`src/rtl/fecd_pkg.sv`:
```
package fecd_pkg;
  typedef enum logic [2:0] {
    ST_IDLE  = 3'd0,
    ST_KEY1  = 3'd1,
    ST_KEY2  = 3'd2,
    ST_ARMED = 3'd3,
    ST_KEY3  = 3'd4,
    ST_KEY4  = 3'd5
  } seq_state_t;

  localparam logic [10:0] ADDR_KEY_A = 11'h555;
  localparam logic [10:0] ADDR_KEY_B = 11'h2AA;
  localparam logic [7:0]  CODE_KEY_A = 8'hAA;
  localparam logic [7:0]  CODE_KEY_B = 8'h55;
  localparam logic [7:0]  CODE_SETUP = 8'h80;
  localparam logic [7:0]  CODE_CHIP  = 8'h10;
  localparam logic [7:0]  CODE_SECT  = 8'h30;
  localparam logic [7:0]  CODE_SUSP  = 8'hB0;
endpackage

```
`src/rtl/fecd_strobe_sync.sv`:
```
module fecd_strobe_sync #(
  parameter int ADDR_W      = 20,
  parameter int SYNC_STAGES = 2
) (
  input  logic              clk,
  input  logic              rst_n,
  input  logic              wr_n,
  input  logic [ADDR_W-1:0] bus_addr,
  input  logic [7:0]        bus_data,
  output logic              wr_evt,
  output logic [ADDR_W-1:0] wr_addr,
  output logic [7:0]        wr_data
);
  localparam int LAST = SYNC_STAGES - 1;

  logic [SYNC_STAGES-1:0] sync_q;
  logic                   prev_q;
  logic                   rise;

  always_ff @(posedge clk or negedge rst_n) begin
    if (!rst_n) begin
      sync_q <= '1;
      prev_q <= 1'b1;
    end else begin
      sync_q <= {sync_q[SYNC_STAGES-2:0], wr_n};
      prev_q <= sync_q[LAST];
    end
  end

  assign rise = sync_q[LAST] & ~prev_q;

  always_ff @(posedge clk or negedge rst_n) begin
    if (!rst_n) begin
      wr_evt  <= 1'b0;
      wr_addr <= '0;
      wr_data <= '0;
    end else begin
      wr_evt <= rise;
      if (rise) begin
        wr_addr <= bus_addr;
        wr_data <= bus_data;
      end
    end
  end

  // one strobe edge gives exactly one decoded write
  a_r2_single_pulse: assert property (@(posedge clk) disable iff (!rst_n)
    wr_evt |=> !wr_evt);
endmodule

```
`src/rtl/fecd_seq_fsm.sv`:
```
module fecd_seq_fsm
  import fecd_pkg::*;
#(
  parameter int ADDR_W  = 20,
  parameter int MATCH_W = 11
) (
  input  logic              clk,
  input  logic              rst_n,
  input  logic              wr_evt,
  input  logic [ADDR_W-1:0] wr_addr,
  input  logic [7:0]        wr_data,
  input  logic              engine_busy,
  output logic              chip_evt,
  output logic              sector_evt,
  output logic              suspend_evt,
  output logic [ADDR_W-1:0] sector_addr
);
  seq_state_t state_q, state_d;
  logic       op_sector_q, op_sector_d;
  logic       chip_d, sect_d, susp_d;
  logic [MATCH_W-1:0] lo;
  logic key_a, key_b, is_setup, is_chip;

  assign lo       = wr_addr[MATCH_W-1:0];
  assign key_a    = (lo == ADDR_KEY_A[MATCH_W-1:0]) && (wr_data == CODE_KEY_A);
  assign key_b    = (lo == ADDR_KEY_B[MATCH_W-1:0]) && (wr_data == CODE_KEY_B);
  assign is_setup = (lo == ADDR_KEY_A[MATCH_W-1:0]) && (wr_data == CODE_SETUP);
  assign is_chip  = (lo == ADDR_KEY_A[MATCH_W-1:0]) && (wr_data == CODE_CHIP);

  always_comb begin
    state_d     = state_q;
    op_sector_d = op_sector_q;
    chip_d      = 1'b0;
    sect_d      = 1'b0;
    susp_d      = 1'b0;
    if (wr_evt) begin
      if (engine_busy) begin
        state_d = ST_IDLE;
        susp_d  = op_sector_q && (wr_data == CODE_SUSP);
      end else begin
        state_d = ST_IDLE;
        unique case (state_q)
          ST_IDLE:  if (key_a)    state_d = ST_KEY1;
          ST_KEY1:  if (key_b)    state_d = ST_KEY2;
          ST_KEY2:  if (is_setup) state_d = ST_ARMED;
          ST_ARMED: if (key_a)    state_d = ST_KEY3;
          ST_KEY3:  if (key_b)    state_d = ST_KEY4;
          ST_KEY4: begin
            if (is_chip) begin
              chip_d      = 1'b1;
              op_sector_d = 1'b0;
            end else if (wr_data == CODE_SECT) begin
              sect_d      = 1'b1;
              op_sector_d = 1'b1;
            end
          end
          default: state_d = ST_IDLE;
        endcase
      end
    end
  end

  always_ff @(posedge clk or negedge rst_n) begin
    if (!rst_n) begin
      state_q     <= ST_IDLE;
      op_sector_q <= 1'b0;
      chip_evt    <= 1'b0;
      sector_evt  <= 1'b0;
      suspend_evt <= 1'b0;
      sector_addr <= '0;
    end else begin
      state_q     <= state_d;
      op_sector_q <= op_sector_d;
      chip_evt    <= chip_d;
      sector_evt  <= sect_d;
      suspend_evt <= susp_d;
      if (sect_d) sector_addr <= wr_addr;
    end
  end

  // events never overlap
  a_r10_one_event: assert property (@(posedge clk) disable iff (!rst_n)
    $onehot0({chip_evt, sector_evt, suspend_evt}));
  // no launch decoded from a busy cycle
  a_r6_no_launch_busy: assert property (@(posedge clk) disable iff (!rst_n)
    $past(engine_busy) |-> (!chip_evt && !sector_evt));
  // suspend only during a busy sector erase
  a_r7_suspend_sector: assert property (@(posedge clk) disable iff (!rst_n)
    suspend_evt |-> $past(engine_busy && op_sector_q));
  // chip launch only after the fifth step
  a_r3_chip_after_key4: assert property (@(posedge clk) disable iff (!rst_n)
    chip_evt |-> $past(state_q == ST_KEY4));
  // without a write the idle state persists
  a_r2_idle_holds: assert property (@(posedge clk) disable iff (!rst_n)
    (state_q == ST_IDLE && !wr_evt) |=> (state_q == ST_IDLE));
endmodule

```
`src/rtl/flash_erase_cmd_decoder.sv`:
```
module flash_erase_cmd_decoder #(
  parameter int ADDR_W      = 20,
  parameter int SYNC_STAGES = 2,
  parameter int MATCH_W     = 11
) (
  input  logic              clk,
  input  logic              rst_n,
  input  logic              wr_n,
  input  logic [ADDR_W-1:0] bus_addr,
  input  logic [7:0]        bus_data,
  input  logic              engine_busy,
  output logic              chip_erase_evt,
  output logic              sector_erase_evt,
  output logic              suspend_evt,
  output logic [ADDR_W-1:0] sector_addr
);
  logic              wr_evt;
  logic [ADDR_W-1:0] wr_addr;
  logic [7:0]        wr_data;

  fecd_strobe_sync #(.ADDR_W(ADDR_W), .SYNC_STAGES(SYNC_STAGES)) u_sync (
    .clk(clk), .rst_n(rst_n), .wr_n(wr_n), .bus_addr(bus_addr),
    .bus_data(bus_data), .wr_evt(wr_evt), .wr_addr(wr_addr), .wr_data(wr_data)
  );

  fecd_seq_fsm #(.ADDR_W(ADDR_W), .MATCH_W(MATCH_W)) u_fsm (
    .clk(clk), .rst_n(rst_n), .wr_evt(wr_evt), .wr_addr(wr_addr),
    .wr_data(wr_data), .engine_busy(engine_busy), .chip_evt(chip_erase_evt),
    .sector_evt(sector_erase_evt), .suspend_evt(suspend_evt),
    .sector_addr(sector_addr)
  );
endmodule

```
`config.mk`:
```
export PLATFORM = sky130hd
export DESIGN_NAME = flash_erase_cmd_decoder
export DESIGN_NICKNAME = d
export VERILOG_FILES = /design/src/rtl/fecd_pkg.sv /design/src/rtl/fecd_strobe_sync.sv /design/src/rtl/fecd_seq_fsm.sv /design/src/rtl/flash_erase_cmd_decoder.sv
export SDC_FILE = /design/constraint.sdc
export NUM_CORES = 1
export LEC_CHECK = 0
export BUFFER_PORTS_ARGS = -buffer_cell sky130_fd_sc_hd__buf_2
export CAP_MARGIN = 0
export CORE_MARGIN = 4
export CORE_UTILIZATION = 50
export CTS_BUF_LIST = sky130_fd_sc_hd__clkbuf_4 sky130_fd_sc_hd__clkbuf_8
export DETAILED_ROUTE_END_ITERATION = 16
export HOLD_SLACK_MARGIN = 0.12
export PLACE_DENSITY_LB_ADDON = 0.05
export SLEW_MARGIN = 40
export SYNTH_ARGS = -nofsm -noshare
export SYNTH_HDL_FRONTEND = slang
export SYNTH_SLANG_ARGS = --single-unit
```
`constraint.sdc`:
```
create_clock -name clk -period 1.6 [get_ports clk]
set_clock_uncertainty 0.15 [all_clocks]
set_input_delay 0.08 -clock clk [delete_from_list [all_inputs] [get_ports clk]]
set_output_delay 0.08 -clock clk [all_outputs]
set_load 0.1 [all_outputs]
```
==> results of run 1 <==
==> critical path, stage by stage, from the launching register on <==
cell and delay (ns):
dfrtp_1 0.41, buf_6 0.14, or4b_4 0.56, a211oi_2 0.26, a32oi_1 0.10, o22ai_1 0.17
==> sequential cells by signal (all words and copies together), names as in the netlist, 2 cells and up <==
signal and count:
u_fsm.sector_addr 20, u_fsm.state_q 3, u_sync.sync_q 2, u_sync.wr_addr 20, u_sync.wr_data 8
==> repair_timing <==
item	CTS	global route
endpoints found under the hold margin	92	0
pin swaps	10	4
setup endpoints to repair	25	28
gates cloned	0	1
hold buffers	32	0
resized for setup	14	7
setup buffers	4	4
==> power by group through the flow <==
stage               clock [W]  sequential [W]  combinational [W]
floorplan                   0         0.00170           0.000167
global placement            0         0.00171           0.000348
detailed placement          0         0.00172           0.000360
CTS                   0.00141         0.00170           0.000470
global route          0.00150         0.00172           0.000531
finish                0.00139         0.00171           0.000489
==> per-layer routing <==
layer  global-route usage [%]  wire length, microns
met4                     11.7                   149
met3                     5.92                   357
met1                     26.6                  2490
met2                     35.9                  3250
met5                        0                     0
==> area by class of cell <==
cell class	count	share of cell area, %
Sequential cell	59	40.2
Tap cell	67	2.27
Clock buffer	14	4.72
Multi-Input combinational cell	89	27.7
Clock inverter	2	0.950
Inverter	3	0.305
Timing Repair Buffer	117	23.9
==> metrics by stage <==
stage | setup TNS (ns) | power (W) | cell area [sq um] | hold WS [ns] | utilization [%]
after floorplan | -1.98 | 0.00187 | 2460 | -0.366 | -
after global placement | -2.37 | 0.00206 | 2970 | -0.145 | 62.9
after detailed placement | -2.82 | 0.00208 | 2970 | -0.131 | 62.9
final | -5.87 | 0.00359 | 3690 | 0.171 | 78.0
after global routing | -6.85 | 0.00375 | 3690 | 0.182 | 78.0
after CTS | -2.46 | 0.00358 | 3610 | 0.166 | 76.5
==> logic make-up (layout without fill, tap and decap cells) <==
kind of cell,after synthesis,after routing,synth area share [%]
AO/OA/AOI/OAI,9,9,2.78
AND/OR/NAND/NOR,32,32,10.7
multiplexers,48,48,23.7
flip-flops,59,59,60.8
buffers and inverters,8,136,1.95
==> cells in the mapped netlist <==
library cell / count / area (sq um)
a211oi_1: 1 / 7.51
a32oi_1: 3 / 26.3
and4_1: 1 / 8.76
and4bb_1: 2 / 25.0
buf_2: 2 / 10.0
buf_6: 2 / 22.5
clkbuf_1: 1 / 3.75
dfrtp_1: 56 / 1400
dfstp_2: 3 / 78.8
inv_1: 3 / 11.3
mux2_1: 8 / 90.1
mux2_2: 30 / 338
mux2_4: 10 / 150
nand2_1: 3 / 11.3
nand3b_1: 2 / 15.0
nand4_1: 2 / 12.5
nand4b_1: 2 / 17.5
nand4bb_1: 2 / 22.5
nor2_2: 1 / 6.26
nor2b_1: 1 / 6.26
nor3_1: 5 / 25.0
nor3_2: 1 / 10.0
nor4_1: 2 / 12.5
nor4_2: 1 / 12.5
nor4_4: 1 / 21.3
o21ai_0: 1 / 5.00
o21ba_1: 1 / 10.0
o22ai_1: 3 / 18.8
or2_2: 1 / 6.26
or3_1: 1 / 6.26
or4_1: 1 / 7.51
or4b_1: 1 / 10.0
or4b_4: 1 / 13.8
or4bb_1: 1 / 11.3
==> worst paths after layout <==
| check | to | cells after the start | slack (ns) |
|---|---|---|---|
| min in group clk | u_sync.sync_q[1]$_DFF_PN1_ | 0 | 0.21 |
| hold / removal | u_sync.prev_q$_DFF_PN1_ | 2 | 0.17 |
| setup / recovery | u_fsm.state_q[0]$_DFFE_PN0P_ | 5 | -0.28 |
| setup reg to reg | u_fsm.state_q[0]$_DFFE_PN0P_ | 5 | -0.28 |
| hold reg to reg | u_sync.sync_q[1]$_DFF_PN1_ | 0 | 0.21 |
| max in group asynchronous | u_fsm.sector_addr[0]$_DFFE_PN0P_ | 3 | 0.52 |
==> impl_metrics.toml, run 1 <==
[outcome]
status = "finished, violations left"
violations = "setup timing"

[yosys]
syn_area_per_cell_sq_um = 15.6
ys_seq_area_share_pct = 60.8
synthesis.nets = 188
synth-seq-cells = 59
netlist_area_sq_um = 2430
yosys_warnings = 0
syn-instance-count = 156
netlist-cell-type-count = 34

[critical_path]
worstPathRequired_ns = 1.69
crit_fanout = 3
start_kind = "register"
crit_path_end_kind = "register"
reg2reg_from = "u_sync.wr_data[1]$_DFFE_PN0P_"
arrival_ns = 1.97
crit_start = "u_sync.wr_data[1]$_DFFE_PN0P_"
crit_type = "reg -> reg"

[timing]
worst_pin_slew_ns = 0.556
hold_viol = 0
post-route-period-util_pct = 117
fmax_mhz = 533
fin_ws_ns = -0.277
fin_crit_ns = 1.88
rsz0062_at_grt = "true"
slew_headroom_pct = 62.9
setup_viol = 25
final_max_slew_viol_count = 0

[floorplanning]
std_cell_rows = 25
initial_core_util_pct = 51.5
coreArea_sq_um = 4720
die_area_sq_um = 6050
die_h_microns = 77.8
die_w_microns = 77.8
io_pins = 55

[place]
hpwlAfterDp_microns = 3550
dp_cells = 295
gp_congestion = 0.791
io_buffer_count = 54
place_ws_ns = -0.208

[hold_path]
hold_class = "in -> async"

[finish]
multiInputGateArea_sq_um = 1020
area_delta_synth_final_pct = 51.4
layout_commonest_cell = "dfrtp_1"
n_antenna_cell = 0
fin_nets = 311
layout_common_cells = "dfrtp_1 (56), buf_2 (54), dlygate4sd3_1 (31)"
fin_cells = 351
drive_gt1_share_pct = 59.5
ff_latch_area_sq_um = 1480
fillerInstances = 300

[drt]
finalWirelength_microns = 6240
routedWlPerCell_microns = 17.8
route.detailed.drc = 0
route.vias.total = 1812
first_pass_iters = 4
drt-initial-drc-count = 134
vias_per_cell = 5.16
ant_nets = 0

[global_routing]
overflow = 0
grt_pass1_wl_microns = 10000
antenna_found_initial = 0
grt_pass1_vias = 2041
grt_max_degree = 45
grtUsageTotal_pct = 22.0

[power]
ir_drop_mv = 0.725
p_clk_share_pct = 38.8
p_per_area_nw_per_um2 = 973
pwr-share-seq_pct = 47.6
switching_share_pct = 23.0
p_leak_nw = 1.77
switchingPower_w = 0.000824
p_int_w = 0.00276
p_comb_share_pct = 13.6

[clocking]
numCtsBuffers = 9
clock-sinks = 59
h-tree-depth = 3
clock_latency_ns = 0.33
cts.clk_slew.worst_paths_ns = 0.06
cts_tree = "yes"
cts_buffer_depth = 2
clockRootBuffer = "clkbuf_8"

[job]
maxCapViolCount = 0
(Power assumes the default switching activity.)
==> inputs of run 2 (changes only) <==
--- a/config.mk
+++ b/config.mk
@@ -7,7 +7,7 @@
 export LEC_CHECK = 0
 export BUFFER_PORTS_ARGS = -buffer_cell sky130_fd_sc_hd__buf_2
 export CAP_MARGIN = 0
-export CORE_MARGIN = 4
+export CORE_MARGIN = 10
 export CORE_UTILIZATION = 50
 export CTS_BUF_LIST = sky130_fd_sc_hd__clkbuf_4 sky130_fd_sc_hd__clkbuf_8
 export DETAILED_ROUTE_END_ITERATION = 16
==> constraint.sdc (replaced) <==
create_clock -name clk -period 1.69 [get_ports clk]
set_clock_uncertainty 0.15 [all_clocks]
set_input_delay 0.0845 -clock clk [delete_from_list [all_inputs] [get_ports clk]]
set_output_delay 0.0845 -clock clk [all_outputs]
set_load 0.1 [all_outputs]
==> run 2 against run 1 <==
Net effect:
- the run still ends with setup timing left
- flip-flop and latch count unchanged
- critical path depth unchanged
- critical path type unchanged
- non-clock buffer count down 5
- count of clock-buffer cells in the layout down 3
- maximum frequency up 1.9%
- utilization down 0.82 points
- sequential share of layout area up 0.43 points
- design area down 1.1%
- die area up 33%
- sequential power down 6%
- clock power up 13%
- hold slack worse by 0.025 ns
==> impl_metrics.toml, run 2 (synthesis gave the netlist of run 1 again) <==
[outcome]
status = "finished, violations left"
violations = "setup timing"

[finish]
layout_commonest_cell = "dfrtp_1"
n_antenna_cell = 0
reg.largest.list = "u_fsm.sector_addr: 20 flops, u_sync.wr_addr: 20 flops, u_sync.wr_data: 8 flops"
fin_util_pct = 77.2
area_delta_synth_final_pct = 49.8
drive_gt1_share_pct = 57.0
fillerInstances = 315
fin_nets = 306
layout_common_cells = "dfrtp_1 (56), buf_2 (54), dlygate4sd3_1 (34)"

[critical_path]
reg2reg_from = "u_sync.wr_data[0]$_DFFE_PN0P_"
start_kind = "register"
rr_endpoint = "u_fsm.sector_addr[11]$_DFFE_PN0P_"
cpPeakStageDelay_ns = 0.39
crit_type = "reg -> reg"
reg2reg_depth = 5
arrival_ns = 1.91
slowest_stage = "dfrtp_1"
path_cells = "nor3_1 > nand4_1 > nor2_4 > buf_12 > mux2_2"
setup.worst_path.end = "u_fsm.sector_addr[11]$_DFFE_PN0P_"
crit_start = "u_sync.wr_data[0]$_DFFE_PN0P_"
crit_fanout = 14
crit_path_end_kind = "register"
worstPathRequired_ns = 1.76
rrSetupSlack_ns = -0.15

[clocking]
cts_buffer_depth = 2
cts.clk_slew.worst_paths_ns = 0.07
clockRootBuffer = "clkbuf_8"
clock_latency_ns = 0.33
h-tree-depth = 3
numCtsBuffers = 9
clock-sinks = 59
cts_tree = "yes"

[power]
switching_share_pct = 22.0
p_leak_nw = 1.75
pwr-share-seq_pct = 44.7
switchingPower_w = 0.000792
p_per_area_nw_per_um2 = 988
p_clk_share_pct = 43.6
p_int_w = 0.00281
p_comb_share_pct = 11.7
ir_drop_mv = 0.577

[global_routing]
top_usage_layer = "met2"
grt_max_degree = 34
antenna_found_initial = 0
grt_pass1_vias = 2051
grt_pass1_wl_microns = 10300
grtUsageTotal_pct = 15.7
met2_usage_pct = 26.3
met1_usage_pct = 17.4
use_met3_pct = 4.66
overflow = 0

[place]
hpwlAfterDp_microns = 4020
gp_congestion = 0.843
io_buffer_count = 54

[drt]
finalWirelength_microns = 6030
drt-initial-drc-count = 52
route.detailed.drc = 0
routedWlPerCell_microns = 17.4
ant_nets = 0
route.vias.total = 1789
vias_per_cell = 5.17
first_pass_iters = 4

[hold_path]
hold_class = "in -> async"

[timing]
post-route-period-util_pct = 109
worst_pin_slew_ns = 0.517
final_max_slew_viol_count = 0
setup_tns_ns = -2.64
rsz0062_at_grt = "true"
setup_viol = 24
fmax_mhz = 543
slew_headroom_pct = 65.2
whs_ns = 0.146
fin_ws_ns = -0.153
fin_crit_ns = 1.84
hold_viol = 0

[floorplanning]
io_pins = 55
coreArea_sq_um = 4720
std_cell_rows = 25
die_area_sq_um = 8060
initial_core_util_pct = 51.5
die_w_microns = 89.8
die_h_microns = 89.8

[job]
maxCapViolCount = 0
-- run 2: area by class of cell --
| cell class | instances | area, sq um | area share (%) |
|---|---|---|---|
| repair buffers | 112 | 827 | 22.7 |
| inverters | 3 | 11.3 | 0.309 |
| clock inverters | 5 | 100 | 2.74 |
| well taps | 67 | 83.8 | 2.30 |
| flip-flops and latches | 59 | 1480 | 40.6 |
| multi-input cells | 89 | 1000 | 27.4 |
| clock buffers | 11 | 145 | 3.98 |
-- run 2: worst max-delay path, delay by kind of cell (launching register included) --
family | cells | cell delay (ns)
simple gates | 3 | 0.66
flops | 1 | 0.39
mux | 1 | 0.34
buf+inv | 1 | 0.18
-- run 2: how the worst min path moves through the flow --
stage | from | to | depth (start not counted)
after detailed placement | rst_n | u_sync.wr_addr[7]$_DFFE_PN0P_ | 1
after CTS | rst_n | u_fsm.sector_addr[9]$_DFFE_PN0P_ | 3
after floorplan | rst_n | u_fsm.chip_evt$_DFF_PN0_ | 0
final | rst_n | u_fsm.sector_addr[9]$_DFFE_PN0P_ | 3
after global routing | rst_n | u_fsm.sector_addr[9]$_DFFE_PN0P_ | 3
after global placement | rst_n | u_sync.wr_addr[7]$_DFFE_PN0P_ | 1
-- run 2: per-layer routing --
metal	wire [microns]	vias to the layer above	part of all wire [%]
li1	-	825	-
met1	2500	900	41
met2	3080	49	51
met3	327	15	5.4
met4	123	0	2.0
met5	0	-	0
-- run 2: timing repair --
action	in CTS	in global routing
setup endpoints to repair	24	24
endpoints found under the hold margin	89	0
setup buffers	1	1
gates resized for setup	13	3
hold buffers	34	0
pin swaps	5	2
-- run 2: per-stage QoR --
step,area (sq um),setup WS [ns],power [W],instances
floorplan,2460,-0.0262,0.00177,156
global placement,2960,-0.117,0.00194,294
detailed placement,2960,-0.191,0.00196,294
CTS,3620,-0.0827,0.00363,345
global route,3650,-0.268,0.00377,346
finish,3650,-0.153,0.00360,346
-- run 2: power groups by stage --
stage | sequential, W | clock, W | combinational [W]
after floorplan | 0.00161 | 0 | 0.000157
after global placement | 0.00162 | 0 | 0.000319
after detailed placement | 0.00163 | 0 | 0.000330
after CTS | 0.00161 | 0.00160 | 0.000416
after global routing | 0.00162 | 0.00169 | 0.000462
final | 0.00161 | 0.00157 | 0.000423
==> inputs of run 3 (changes only) <==
--- a/config.mk
+++ b/config.mk
@@ -8,11 +8,11 @@
 export BUFFER_PORTS_ARGS = -buffer_cell sky130_fd_sc_hd__buf_2
 export CAP_MARGIN = 0
 export CORE_MARGIN = 10
-export CORE_UTILIZATION = 50
+export CORE_UTILIZATION = 55
 export CTS_BUF_LIST = sky130_fd_sc_hd__clkbuf_4 sky130_fd_sc_hd__clkbuf_8
 export DETAILED_ROUTE_END_ITERATION = 16
 export HOLD_SLACK_MARGIN = 0.12
-export PLACE_DENSITY_LB_ADDON = 0.05
+export PLACE_DENSITY = 0.88
 export SLEW_MARGIN = 40
 export SYNTH_ARGS = -nofsm -noshare
 export SYNTH_HDL_FRONTEND = slang
==> constraint.sdc (replaced) <==
create_clock -name clk -period 2.1 [get_ports clk]
set_clock_uncertainty 0.15 [all_clocks]
set_input_delay 0.105 -clock clk [delete_from_list [all_inputs] [get_ports clk]]
set_output_delay 0.105 -clock clk [all_outputs]
set_load 0.1 [all_outputs]
==> run 3 against run 2 <==
Net effect:
- the flow now finishes without violations
- clock power down 34%
- first-iteration DRC count grew to 3.1 times the previous value
- routed wire length fell by 8.9%
- final cell count shrank 11%
- hold slack improved by 0.012 ns
- critical path type is now in -> reg
- largest power group unchanged
- highest routed layer unchanged
==> impl_metrics.toml, run 3 (synthesis gave the netlist of run 1 again) <==
[power]
switchingPower_w = 0.000579
p_comb_share_pct = 9.4
p_clk_share_pct = 40.0
p_per_area_nw_per_um2 = 784
switching_share_pct = 22.4
p_int_w = 0.00201
pwr-share-seq_pct = 50.6
ir_drop_mv = 0.523
p_leak_nw = 1.58

[floorplanning]
die_area_sq_um = 7490
die_h_microns = 86.5
initial_core_util_pct = 56.3
die_w_microns = 86.5
std_cell_rows = 24
io_pins = 55
coreArea_sq_um = 4320

[finish]
n_antenna_cell = 0
layout_commonest_cell = "dfrtp_1"
fin_nets = 284
fin_cells = 308
area_delta_synth_final_pct = 35.5
drive_gt1_share_pct = 48.4
reg.largest.list = "u_fsm.sector_addr: 20 flops, u_sync.wr_addr: 20 flops, u_sync.wr_data: 8 flops"
layout_common_cells = "dfrtp_1 (56), buf_2 (54), dlygate4sd3_1 (31)"

[timing]
setup_viol = 0
fmax_mhz = 524
setup_tns_ns = 0
worst_pin_slew_ns = 0.500
hold_viol = 0
fin_crit_ns = 1.91
slew_headroom_pct = 66.9
final_max_slew_viol_count = 0
post-route-period-util_pct = 90.9
rsz0062_at_grt = "false"

[drt]
ant_nets = 0
route.detailed.drc = 0
routedWlPerCell_microns = 17.8
finalWirelength_microns = 5500
route.vias.total = 1664
drt-initial-drc-count = 161
first_pass_iters = 4
vias_per_cell = 5.40

[global_routing]
grt_max_degree = 60
antenna_found_initial = 0
overflow = 0
grt_pass1_wl_microns = 9050
grt_pass1_vias = 1812
grtUsageTotal_pct = 15.7

[critical_path]
start_kind = "input pin"
worstPathRequired_ns = 2.16
path_cells = "dlygate4sd3_1 > buf_2 > and4bb_1 > nand4_1 > nor2_2 > buf_4 > mux2_1"
crit_fanout = 12
crit_path_end_kind = "register"
crit_type = "in -> reg"
cpPeakStageDelay_ns = 0.54
arrival_ns = 1.97
slowest_stage = "dlygate4sd3_1"

[clocking]
clock-sinks = 59
clockRootBuffer = "clkbuf_8"
numCtsBuffers = 9
cts.clk_slew.worst_paths_ns = 0.06
h-tree-depth = 3
cts_buffer_depth = 2
clock_latency_ns = 0.33
cts_tree = "yes"

[outcome]
status = "complete, no violations"

[job]
maxCapViolCount = 0

[place]
hpwlAfterDp_microns = 3520
gp_congestion = 0.917
dp_cells = 262
io_buffer_count = 54

[hold_path]
hold_class = "in -> async"
run 3: worst max-delay path, delay by kind of cell:
family / cells / cell delay [ns]
buffers and inverters: 3 / 0.91
and+or+nand+nor: 3 / 0.59
muxes: 1 / 0.35
run 3: metal layers:
| layer | up-vias | part of all wire (%) | track usage [%] |
|---|---|---|---|
| li1 | 777 | - | - |
| met1 | 809 | 42 | 17.9 |
| met2 | 65 | 48 | 24.2 |
| met3 | 13 | 8.7 | 7.97 |
| met4 | 0 | 1.9 | 6.92 |
| met5 | - | 0 | 0 |
run 3: final cells by class:
| type | count | area [sq um] |
|---|---|---|
| clock buffers | 13 | 166 |
| flip-flops and latches | 59 | 1480 |
| repair buffers | 90 | 631 |
| clock inverters | 2 | 35.0 |
| multi-input cells | 89 | 910 |
| well taps | 52 | 65.1 |
| fillers | 279 | 1030 |
| inverters | 3 | 11.3 |
run 3: worst paths after layout:
| check | end | from | cells after the start | slack [ns] |
|---|---|---|---|---|
| worst max-delay path | u_fsm.sector_addr[4]$_DFFE_PN0P_ | engine_busy | 7 | 0.19 |
| min in group clk | u_sync.sync_q[1]$_DFF_PN1_ | u_sync.sync_q[0]$_DFF_PN1_ | 0 | 0.21 |
| worst min register to register | u_sync.sync_q[1]$_DFF_PN1_ | u_sync.sync_q[0]$_DFF_PN1_ | 0 | 0.21 |
| max in group asynchronous | u_sync.sync_q[0]$_DFF_PN1_ | rst_n | 3 | 1.35 |
| worst max register to register | u_fsm.sector_addr[4]$_DFFE_PN0P_ | u_fsm.state_q[1]$_DFFE_PN0P_ | 5 | 0.19 |
| worst min-delay path | u_sync.wr_addr[4]$_DFFE_PN0P_ | rst_n | 3 | 0.16 |
run 3: power by group through the flow:
stage | logic [W] | registers, W | clock network [W]
after floorplan | 0.000125 | 0.00130 | 0
after CTS | 0.000242 | 0.00131 | 0.00105
after detailed placement | 0.000196 | 0.00133 | 0
after global routing | 0.000266 | 0.00132 | 0.00110
final | 0.000243 | 0.00131 | 0.00103
after global placement | 0.000191 | 0.00132 | 0
run 3: through the flow:
stage / power [W] / hold slack [ns] / setup slack (ns) / instance area [sq um] / util, %
after floorplan: 0.00142 / -0.341 / 0.384 / 2430 / -
after global placement: 0.00151 / -0.0200 / 0.340 / 2790 / 64.4
after detailed placement: 0.00152 / -0.0224 / 0.274 / 2790 / 64.4
after CTS: 0.00260 / 0.152 / 0.252 / 3300 / 76.3
after global routing: 0.00269 / 0.188 / 0.0796 / 3300 / 76.3
final: 0.00259 / 0.157 / 0.192 / 3300 / 76.3
run 3: what timing repair did:
item	in CTS	in global routing
hold buffers	31	0
endpoints found under the hold margin	92	0
gates resized for setup	0	0
setup buffers	0	0
